### src/rtl/codec_pwrseq_pkg.sv
package codec_pwrseq_pkg;

    typedef enum logic [1:0] {
        ST_PD   = 2'd0,
        ST_WAIT = 2'd1,
        ST_RUN  = 2'd2
    } seq_state_e;

    function automatic int imax(input int a, input int b);
        return (a > b) ? a : b;
    endfunction

endpackage

### src/rtl/codec_pwrseq_sync.sv
module codec_pwrseq_sync #(
    parameter int STAGES = 2,
    parameter bit ACLR   = 1'b0
) (
    input  logic clk,
    input  logic clr_n,
    input  logic d,
    output logic q
);
    logic [STAGES-1:0] sh_q;

    generate
        if (ACLR) begin : g_aclr
            always_ff @(posedge clk or negedge clr_n) begin
                if (!clr_n) sh_q <= '0;
                else        sh_q <= {sh_q[STAGES-2:0], d};
            end
        end else begin : g_plain
            logic unused_clr;
            assign unused_clr = clr_n;
            always_ff @(posedge clk) begin
                sh_q <= {sh_q[STAGES-2:0], d};
            end
        end
    endgenerate

    assign q = sh_q[STAGES-1];
endmodule

### src/rtl/codec_pwrseq_window.sv
module codec_pwrseq_window #(
    parameter int FW    = 11,
    parameter int START = 3,
    parameter int LEN   = 1056
) (
    input  logic          run,
    input  logic [FW-1:0] fcnt,
    output logic          init,
    output logic          ready
);
    localparam int FEND = START + LEN;

    int cnt;
    assign cnt   = int'(fcnt);
    assign init  = run && (cnt >= START) && (cnt < FEND);
    assign ready = run && (cnt >= FEND);
endmodule

### src/rtl/codec_pwrseq.sv
module codec_pwrseq
    import codec_pwrseq_pkg::*;
#(
    parameter int MCLK_WAIT = 32768,
    parameter int START_DLY = 3,
    parameter int ADC_INIT  = 1056,
    parameter int DAC_INIT  = 516,
    parameter int DW        = 24
) (
    input  logic          clk,
    input  logic          pd_n,
    input  logic          lrck,
    input  logic [DW-1:0] adc_din,
    input  logic [DW-1:0] dac_din,
    output logic          reg_rst,
    output logic          wr_lock,
    output logic          adc_init,
    output logic          dac_init,
    output logic          adc_ready,
    output logic          dac_ready,
    output logic [DW-1:0] adc_dout,
    output logic [DW-1:0] dac_dout,
    output logic          aout_en,
    output logic          mute_req
);
    localparam int FMAX    = START_DLY + imax(ADC_INIT, DAC_INIT);
    localparam int DAC_END = START_DLY + DAC_INIT;
    localparam int CW      = $clog2(MCLK_WAIT + 1);
    localparam int FW      = $clog2(FMAX + 1);

    typedef struct packed {
        seq_state_e    st;
        logic [CW-1:0] mcnt;
        logic [FW-1:0] fcnt;
        logic          lr_prev;
        logic          mute;
    } regs_t;

    regs_t r_d, r_q;
    logic  pd_s, lr_s, lr_rise, run;

    codec_pwrseq_sync #(.STAGES(2), .ACLR(1'b1)) u_pd_sync (
        .clk   (clk),
        .clr_n (pd_n),
        .d     (1'b1),
        .q     (pd_s)
    );

    codec_pwrseq_sync #(.STAGES(2), .ACLR(1'b0)) u_lr_sync (
        .clk   (clk),
        .clr_n (1'b1),
        .d     (lrck),
        .q     (lr_s)
    );

    assign lr_rise = lr_s & ~r_q.lr_prev;

    always_comb begin
        r_d         = r_q;
        r_d.lr_prev = lr_s;
        r_d.mute    = 1'b0;
        if (!pd_s) begin
            r_d.st   = ST_PD;
            r_d.mcnt = '0;
            r_d.fcnt = '0;
            r_d.mute = (r_q.st != ST_PD);
        end else begin
            unique case (r_q.st)
                ST_PD: begin
                    r_d.st   = ST_WAIT;
                    r_d.mcnt = '0;
                end
                ST_WAIT: begin
                    if (r_q.mcnt == CW'(MCLK_WAIT - 1)) begin
                        r_d.st   = ST_RUN;
                        r_d.fcnt = '0;
                    end else begin
                        r_d.mcnt = r_q.mcnt + 1'b1;
                    end
                end
                ST_RUN: begin
                    if (lr_rise && (r_q.fcnt != FW'(FMAX))) begin
                        r_d.fcnt = r_q.fcnt + 1'b1;
                        r_d.mute = (r_q.fcnt == FW'(DAC_END - 1));
                    end
                end
                default: r_d.st = ST_PD;
            endcase
        end
    end

    always_ff @(posedge clk) begin
        r_q <= r_d;
    end

    assign run     = (r_q.st == ST_RUN);
    assign reg_rst = (r_q.st == ST_PD);
    assign wr_lock = !run;

    codec_pwrseq_window #(.FW(FW), .START(START_DLY), .LEN(ADC_INIT)) u_adc_win (
        .run   (run),
        .fcnt  (r_q.fcnt),
        .init  (adc_init),
        .ready (adc_ready)
    );

    codec_pwrseq_window #(.FW(FW), .START(START_DLY), .LEN(DAC_INIT)) u_dac_win (
        .run   (run),
        .fcnt  (r_q.fcnt),
        .init  (dac_init),
        .ready (dac_ready)
    );

    assign adc_dout = adc_ready ? adc_din : '0;
    assign dac_dout = dac_ready ? dac_din : '0;
    assign aout_en  = dac_ready;
    assign mute_req = r_q.mute;
endmodule

### config.mk
export PLATFORM = sky130hd
export DESIGN_NAME = codec_pwrseq
export DESIGN_NICKNAME = d
export VERILOG_FILES = /design/src/rtl/codec_pwrseq_pkg.sv /design/src/rtl/codec_pwrseq_sync.sv /design/src/rtl/codec_pwrseq_window.sv /design/src/rtl/codec_pwrseq.sv
export SDC_FILE = /design/constraint.sdc
export NUM_CORES = 1
export LEC_CHECK = 0
export CORE_UTILIZATION = 44
export CTS_BUF_LIST = sky130_fd_sc_hd__clkbuf_4
export CTS_CLUSTER_SIZE = 28
export DETAILED_ROUTE_END_ITERATION = 7
export GPL_TIMING_DRIVEN = 0
export PLACE_DENSITY = 0.88
export SLEW_MARGIN = 40
export SYNTH_ARGS = -nofsm -noshare
export SYNTH_HDL_FRONTEND = slang
export SYNTH_SLANG_ARGS = --single-unit
### constraint.sdc
create_clock -name clk -period 2.14 [get_ports clk]
set_input_delay 0.321 -clock clk [delete_from_list [all_inputs] [get_ports clk]]
set_output_delay 0.321 -clock clk [all_outputs]
set_load 0.01 [all_outputs]
== Word level (Yosys, flattened, before mapping) ==
Index checks and enable logic that the tools add are counted.

* Add/sub/neg operators: 2
* Order comparisons: 5
* Eq/ne operators: 8
* Muxes and demuxes: 12
* Bitwise logic cells: 3
* Reduce and logical (&&, ||, !) cells: 14

{| class="wikitable"
|+ Operators by type and width
! operator !! number
|-
| 24-bit 2-to-1 mux || 2
|-
| 16-bit one-hot mux with 2 select lines || 1
|-
| 11-bit 2-to-1 mux || 2
|-
| 11-bit one-hot mux with 2 select lines || 1
|-
| 16-bit by 1-bit adder with 16-bit output, second input constant || 1
|-
| 16-bit by 15-bit equality test with 1-bit output, second input constant || 1
|-
| 16-bit 2-to-1 mux || 1
|-
| 11-bit by 1-bit adder with 11-bit output, second input constant || 1
|-
| 11-bit by 10-bit equality test with 1-bit output, second input constant || 1
|-
| 11-bit by 10-bit greater-or-equal comparator with 1-bit output, second input constant || 1
|-
| 11-bit greater-or-equal comparator, second input constant || 1
|-
| 11-bit by 2-bit greater-or-equal comparator with 1-bit output, second input constant || 1
|-
| 11-bit by 10-bit less-than comparator with 1-bit output, second input constant || 1
|-
| 11-bit less-than comparator, second input constant || 1
|-
| 11-bit inequality test, second input constant || 1
|-
| 1-bit logical AND || 6
|-
| 2-bit one-hot mux with 3 select lines || 1
|-
| 2-bit nonzero test || 3
|-
| 2-bit inequality test, second input constant || 2
|-
| 2-bit AND reduction || 2
|-
| 1-bit 2-to-1 mux || 3
|-
| 3-bit AND reduction || 1
|-
| 2-bit by 1-bit equality test with 1-bit output, second input constant || 1
|-
| 2-bit equality test, second input constant || 1
|-
| 6 further kinds || 7
|}

* Register bits after elaboration: 35
* Input bits: 51
* Output and inout port bits: 56
* Word-level logic and storage cells: 51

== Longest topological paths before layout ==
Gate-level depths: netlist (run 1).

* Depth in word-level cells: 6
* Mapped depth: 6
* Gate-level depth less buffers: 6

== Modules after synthesis ==
From an unflattened synthesis (run 1), not the netlist that was laid out.

* Cell total of the unflattened synthesis: 280
* Area, all modules: 2337.2 um^2

{| class="wikitable"
|+ By module, submodules not included
! module !! times used !! cells an instance !! area an instance (um^2) !! sequential area each (um^2)
|-
| codec_pwrseq || 1 || 258 || 2080.7 || 620.6
|-
| codec_pwrseq_window at u_dac_win || 1 || 10 || 85.1 || 0.0
|-
| codec_pwrseq_window at u_adc_win || 1 || 8 || 81.3 || 0.0
|-
| codec_pwrseq_sync at u_pd_sync || 1 || 2 || 50.0 || 50.0
|-
| codec_pwrseq_sync at u_lr_sync || 1 || 2 || 40.0 || 40.0
|}

== Worst setup path before layout (run 1) ==
Ideal clock, no wire load.

* Path type: register -> output
* From: register r_q[5] (netlist bit)
* To: output port dac_dout[14]
* Arrival time: 1.679 ns
* Data required time: 1.819 ns
* Setup slack: 0.140 ns
* Cell stages (with the launch flop): 6
* Path buffers: 1
* Cell sequence: dfxtp_1 -> or4_4 -> o41ai_2 -> a21oi_2 -> buf_6 -> and2_4

* Longest elaborated chain between the ends: 3

{| class="wikitable"
|+ Ends and longest elaborated chain
! what !! line !! RTL
|-
| start, declared || codec_pwrseq.sv:39 || <nowiki>regs_t r_d, r_q;</nowiki>
|-
| start signal, assigned || codec_pwrseq.sv:93 || <nowiki>r_q <= r_d;</nowiki>
|-
| 11-bit by 10-bit greater-or-equal comparator with 1-bit output || codec_pwrseq_window.sv:16 || <nowiki>assign ready = run && (cnt >= FEND);</nowiki>
|-
| 1-bit logical AND || codec_pwrseq_window.sv:16 ||
|-
| named net aout_en || codec_pwrseq.sv:23 || <nowiki>output logic aout_en,</nowiki>
|-
| 24-bit 2-to-1 mux || codec_pwrseq.sv:115 || <nowiki>assign dac_dout = dac_ready ? dac_din : '0;</nowiki>
|-
| end, declared || codec_pwrseq.sv:22 || <nowiki>output logic [DW-1:0] dac_dout,</nowiki>
|}

The timed path passes the listed nets, and every way through them passes these cells.

== Worst setup path after layout (run 1) ==
* From: register r_q[5] (netlist bit)
* To: output port dac_dout[7]

* Longest elaborated chain between the ends: 3

{| class="wikitable"
|+ Ends and longest elaborated chain
! what !! line
|-
| 11-bit by 10-bit greater-or-equal comparator with 1-bit output || codec_pwrseq_window.sv:16
|-
| 1-bit logical AND || codec_pwrseq_window.sv:16
|-
| 24-bit 2-to-1 mux || codec_pwrseq.sv:115
|}

Every way passes these cells.

==> metrics, run 1 <==
clock sink total 35; dpl hpwl 6.02 mm; worst setup margin -0.356 ns; Pint 891 uW; Initial Util 0.466; top_reg_cell synth dfxtp_1; final wirelength 9.00 mm; leading area contributor after synthesis dfxtp_1; CP Capture Type primary output; Finished Layout Cells 497; Synth area leaders dfxtp_1 (27%), and2_4 (6.8%), and2_1 (6.4%); Setup crit start kind flip-flop; CTS max path bufs 2; failing checks setup timing; Post-CTS Hold Buffers 0; number of buffers created by CTS 5; share of the synthesized area in the top cell type 0.271; Setup Skew 0.0122 ns; IO Count 107; GPL Wtd Cong 0.917; fin crit period 2.50 ns; hold slack final 0.120 ns; DRT iter0 DRCs 242; reg2reg path depth 6; Tightest Pin Transition 0.672 ns; r2r setup slk 0.11 ns; unrepaired setup endpoints after global routing true; Reg-to-Reg End r_q[7]; Yosys reg bits 35; drt first pass iters 5; Port Buffers 106; global-route wire length before repair 13.6 mm; vias in the first global route 2668; final net count 480; htree depth 2; most used cell, CP buf_6; max-slew violations 0; count of final setup violators 52; yosys warns 0; most frequent cells in the layout buf_6 (58), clkdlybuf4s50_1 (52), and2_4 (44); sequential power share 0.558; CTS tree done; CTS clk-pin slew, worst paths 0.11 ns; most common cell after layout, fill and taps aside buf_6; largest net degree at the start of global routing 12; synthesized cell area 2440 um2; switching power 297 uW; crit path max fanout 10; All-Layer GR Usage 0.294; Worst VDD drop 0.000356 V; crit-path cells or4_4 -> o41ai_4 -> a21oi_4 -> buf_6 -> and2_4 -> buf_6; PwrDens 294 nW/um2; later-pin clock latency in the skew report 0.36 ns; share of cells above drive strength 1 0.415; syn_nets 350; Final Hold Vio Count 0; status complete, but fails checks; Seq/Total Area, Yosys 0.291; WP data required 1.82 ns; via count 2900; Vias/cell 5.84; worst min path class input pin to asynchronous set/reset pin; fin crit share 1.17; Sw Share 0.250; Inst Count DP 472; number of synthesized flops with an enable pin 0; initial antenna violation count 0; diodes inserted 0; core footprint 5240 um2; Post-synth ARST share 0.0571; GR Overflow Total 0; area delta synth->final 65.7%; Pwr Total 1190 uW; Avg Cell Area, Syn 8.25 um2; CP Class flip-flop to primary output; Die Area 5850 um2; placement row count 26; P_leak 0.00165 uW; Mapped Cells 296; Residual DRC 0; routed length per instance 18.1 um; max cap viols 0; slew margin rel. 0.546; combinational group share of total power 0.124; slowest stage cell, crit path or4_4; Vert. Die Dim 76.5 um; clock share of power 0.318; Reg-to-Reg Start r_q[14]; Root Buffer clkbuf_4; Arr. time, crit path 2.17 ns; maximum clock frequency 401 MHz; ANT nets after route 0; Distinct cells, synth 63; die width 76.5 um; max incr delay on CP 0.57 ns
==> power by group through the flow <==
| stage | Sequential (uW) | Clock (uW) | Combinational [uW] |
|---|---|---|---|
| finish | 663 | 378 | 147 |
| global route | 665 | 423 | 155 |
| CTS | 662 | 384 | 141 |
| detailed placement | 682 | 0 | 138 |
| global placement | 682 | 0 | 135 |
| floorplan | 681 | 0 | 30.9 |
==> worst max-delay path: cells and delay by family, from the launching register on <==
kind                   cells  cell delay, ns
AO/OA/AOI/OAI              2            0.45
flip-flops                 1            0.35
buffers and inverters      2            0.29
AND/OR/NAND/NOR            2            0.73
==> how the worst max path moves through the flow <==
stage	startpoint	to	slack [ns]	cells past startpoint
global placement	r_q[5]	dac_dout[11]	-0.47	6
global route	r_q[9]	dac_dout[7]	-0.42	6
floorplan	r_q[5]	dac_dout[14]	0.14	5
CTS	r_q[9]	adc_dout[20]	-0.35	6
finish	r_q[5]	dac_dout[7]	-0.36	6
detailed placement	r_q[5]	dac_dout[17]	-0.48	6
==> synthesized netlist by cell type (5+ instances only) <==
| cell | number |
|---|---|
| o21ai_0 | 6 |
| nor2b_1 | 5 |
| clkbuf_1 | 7 |
| o211ai_1 | 9 |
| inv_1 | 13 |
| nand2b_1 | 5 |
| nand3_1 | 8 |
| a31oi_1 | 7 |
| and2_2 | 5 |
| dfxtp_1 | 33 |
| and2_4 | 19 |
| nor2_1 | 13 |
| nor4_1 | 9 |
| nand4_1 | 8 |
| nand2_1 | 27 |
| nor3_1 | 10 |
| a21oi_1 | 9 |
| and2_1 | 25 |
==> layer usage <==
| metal | up-vias | GRT usage | share of wire | routed length, um |
|---|---|---|---|---|
| met5 | - | 0 | 0 | 0 |
| met4 | 0 | 0.119 | 0.027 | 247 |
| met3 | 23 | 0.0707 | 0.082 | 738 |
| met2 | 157 | 0.505 | 0.49 | 4450 |
| met1 | 1362 | 0.348 | 0.40 | 3560 |
| li1 | 1358 | - | - | - |
==> metrics by stage <==
step | instance area, um2 | setup slack [ns] | util | TNS (ns)
detailed placement | 3600 | -0.478 | 0.687 | -22.23
global placement | 3590 | -0.466 | 0.685 | -21.93
finish | 4050 | -0.356 | 0.772 | -15.93
floorplan | 2440 | 0.140 | - | 0
global route | 4050 | -0.421 | 0.772 | -18.98
CTS | 3900 | -0.348 | 0.744 | -15.78
==> cell type report <==
| class | count | area [um2] |
|---|---|---|
| Multi-Input combinational cell | 236 | 1760 |
| Timing Repair Buffer | 125 | 1280 |
| Fill cell | 332 | 1190 |
| Sequential cell | 35 | 736 |
| Tap cell | 70 | 87.6 |
| Buffer | 10 | 73.8 |
| Inverter | 13 | 48.8 |
| Clock buffer | 6 | 45.0 |
| Clock inverter | 2 | 12.5 |
==> logic make-up after synthesis <==
kind of cell | after synthesis | share of synthesized area
AOI/OAI and AO/OA | 66 | 0.212
xor gates and xnor gates | 2 | 0.00718
adders and majority gates | 3 | 0.0154
buffers and inverters | 26 | 0.0543
DFF | 35 | 0.291
muxes | 4 | 0.0174
other | 1 | 0.00154
and+or+nand+nor | 159 | 0.401
==> flip-flops by register name, summed over array words and instances, names as in the netlist <==
| name | cells |
|---|---|
| r_q | 30 |
| u_lr_sync.sh_q | 2 |
| u_pd_sync.sh_q | 2 |
| mute_req | 1 |
==> what timing repair did <==
action | CTS | global route
setup buffers | 12 | 4
cloned | 4 | 0
resized for setup | 295 | 41
setup endpoints to repair | 58 | 68
pin swaps | 41 | 7
Note: power is estimated with default switching activity, not from simulation.
==> inputs of run 2 (changes only) <==
Settings changed: RECOVER_POWER set to 25.
==> metrics, run 2 (synthesized netlist as in run 1, its figures left out) <==
slowest stage cell, crit path or4_4; Buf/Inv on CP 2 (unchanged); crit-path cells or4_4 -> o21bai_4 -> o211a_4 -> buf_6 -> and2_1 -> buf_2; final net count 480 (unchanged); CTS max path bufs 2 (unchanged); GRT busiest layer met2; Setup Skew 0.00636 ns (-0.00580 ns); Root Buffer clkbuf_4; status complete, but fails checks; CTS clk-pin slew, worst paths 0.11 ns (about the same); most common cell after layout, fill and taps aside buf_6; most frequent cells in the layout buf_6 (58), clkdlybuf4s50_1 (49), and2_4 (44); Finished Layout Cells 497 (unchanged); max incr delay on CP 0.54 ns (-0.03 ns); Largest regs r_q: 30 flops, u_lr_sync.sh_q: 2 flops, u_pd_sync.sh_q: 2 flops; max cap viols 0 (unchanged); P_leak 0.00165 uW (about the same); crit path max fanout 5 (-5); Initial Util 0.466 (unchanged); Post-CTS Hold Buffers 0 (unchanged); number of buffers created by CTS 5 (unchanged); GPL Wtd Cong 0.917 (unchanged); Final Hold Vio Count 0 (unchanged); Setup crit start kind flip-flop; dpl hpwl 6.02 mm (unchanged); Pwr Total 1180 uW (-0.52%); diodes inserted 0 (unchanged); fin crit period 2.48 ns (-0.0123 ns); largest reg by FF count r_q; max-slew violations 0 (unchanged); ANT nets after route 0 (unchanged); via count 2898 (-0.069%); largest delay contributor family on the critical path simple AND/OR/NAND/NOR gates; final wirelength 8.98 mm (-0.21%); largest net degree at the start of global routing 12 (unchanged); GR Overflow Total 0 (unchanged); met3 GRT Util 0.0707 (unchanged); Die Area 5850 um2 (unchanged); Setup TNS Final -15.49 ns (+0.435 ns); initial antenna violation count 0 (unchanged); routed length per instance 18.1 um (-0.21%); share of cells above drive strength 1 0.410 (-0.00468); maximum clock frequency 403 MHz (+0.49%); CTS tree done; met1 Use GR 0.348 (unchanged); fin crit share 1.16 (-0.00573); slew margin rel. 0.560 (+0.0138); PwrDens 293 nW/um2 (-0.31%); DRT iter0 DRCs 215 (-11%); count of final setup violators 53 (+1.9%); max FFs per register 30 (unchanged); Vias/cell 5.83 (about the same); CP Capture Type primary output; worst setup margin -0.343 ns (+0.0123 ns); die width 76.5 um (unchanged); global-route wire length before repair 13.6 mm (unchanged); htree depth 2 (unchanged); placement row count 26 (unchanged); later-pin clock latency in the skew report 0.35 ns (about the same); Worst VDD drop 0.000356 V (about the same); worst min path class input pin to asynchronous set/reset pin; drt first pass iters 5 (unchanged); WP data required 1.82 ns (about the same); M2 GR Usage 0.505 (unchanged); Port Buffers 106 (unchanged); CP Class flip-flop to primary output; core footprint 5240 um2 (unchanged); clock sink total 35 (unchanged); Inst Count DP 472 (unchanged); # fillers 332 (unchanged); Residual DRC 0 (unchanged); unrepaired setup endpoints after global routing true; area delta synth->final 65.4%; vias in the first global route 2668 (unchanged); Tightest Pin Transition 0.651 ns (-0.0204 ns); Final Util 0.771 (-0.00167); IO Count 107 (unchanged); failing checks setup timing; Arr. time, crit path 2.16 ns (about the same); All-Layer GR Usage 0.294 (unchanged); Vert. Die Dim 76.5 um (unchanged); hold slack final 0.193 ns (+0.0731 ns)
## run 2: cell types whose count changed in the layout (fill, tap and decap cells not counted)
cell	before	now
dlygate4sd3_1	0	3
nor2_4	1	0
dfxtp_1	21	22
nor2_1	11	12
clkdlybuf4s50_1	52	49
dfxtp_2	8	7
## run 2: final cells by class
cell class	instances	area (um2)	area share
Timing Repair Buffer	125	1280	0.316
Clock inverter	2	12.5	0.00310
Buffer	10	73.8	0.0183
Multi-Input combinational cell	236	1760	0.435
Inverter	13	48.8	0.0121
Tap cell	70	87.6	0.0217
Sequential cell	35	734	0.182
Clock buffer	6	45.0	0.0112
## run 2: metrics by stage
step	area, um2	setup WS, ns
global route	4040	-0.421
floorplan	2440	0.140
CTS	3900	-0.348
detailed placement	3600	-0.478
global placement	3590	-0.466
finish	4040	-0.343
## run 2: power breakdown
group | total [uW] | internal, uW | switching, uW
registers | 663 | 656 | 7.54
clock network | 373 | 140 | 233
logic | 146 | 94.2 | 51.7
## run 2: path summary, 6_finish.rpt
| check | start | to | slack (ns) | cells after the start |
|---|---|---|---|---|
| setup / recovery | r_q[8] | adc_dout[4] | -0.34 | 6 |
| hold / removal | pd_n | u_pd_sync.sh_q[1] | 0.19 | 1 |
| setup reg to reg | r_q[13] | r_q[7] | 0.05 | 6 |
| hold reg to reg | u_lr_sync.sh_q[0] | u_lr_sync.sh_q[1] | 0.34 | 0 |
| max in group asynchronous | pd_n | u_pd_sync.sh_q[0] | 1.81 | 1 |
| min in group clk | u_lr_sync.sh_q[0] | u_lr_sync.sh_q[1] | 0.34 | 0 |
## run 2: routing by layer
| layer | up-vias | wire [um] |
|---|---|---|
| met5 | - | 0 |
| met4 | 0 | 250 |
| met2 | 166 | 4410 |
| met1 | 1344 | 3620 |
| met3 | 26 | 707 |
| li1 | 1362 | - |
## run 2: repair_timing
| item | 4_1_cts | 5_1_grt |
|---|---|---|
| setup endpoints to repair | 58 | 68 |
| setup buffers | 12 | 4 |
| resized for setup | 295 | 41 |
| pin swaps | 41 | 7 |
| cloned | 4 | 0 |
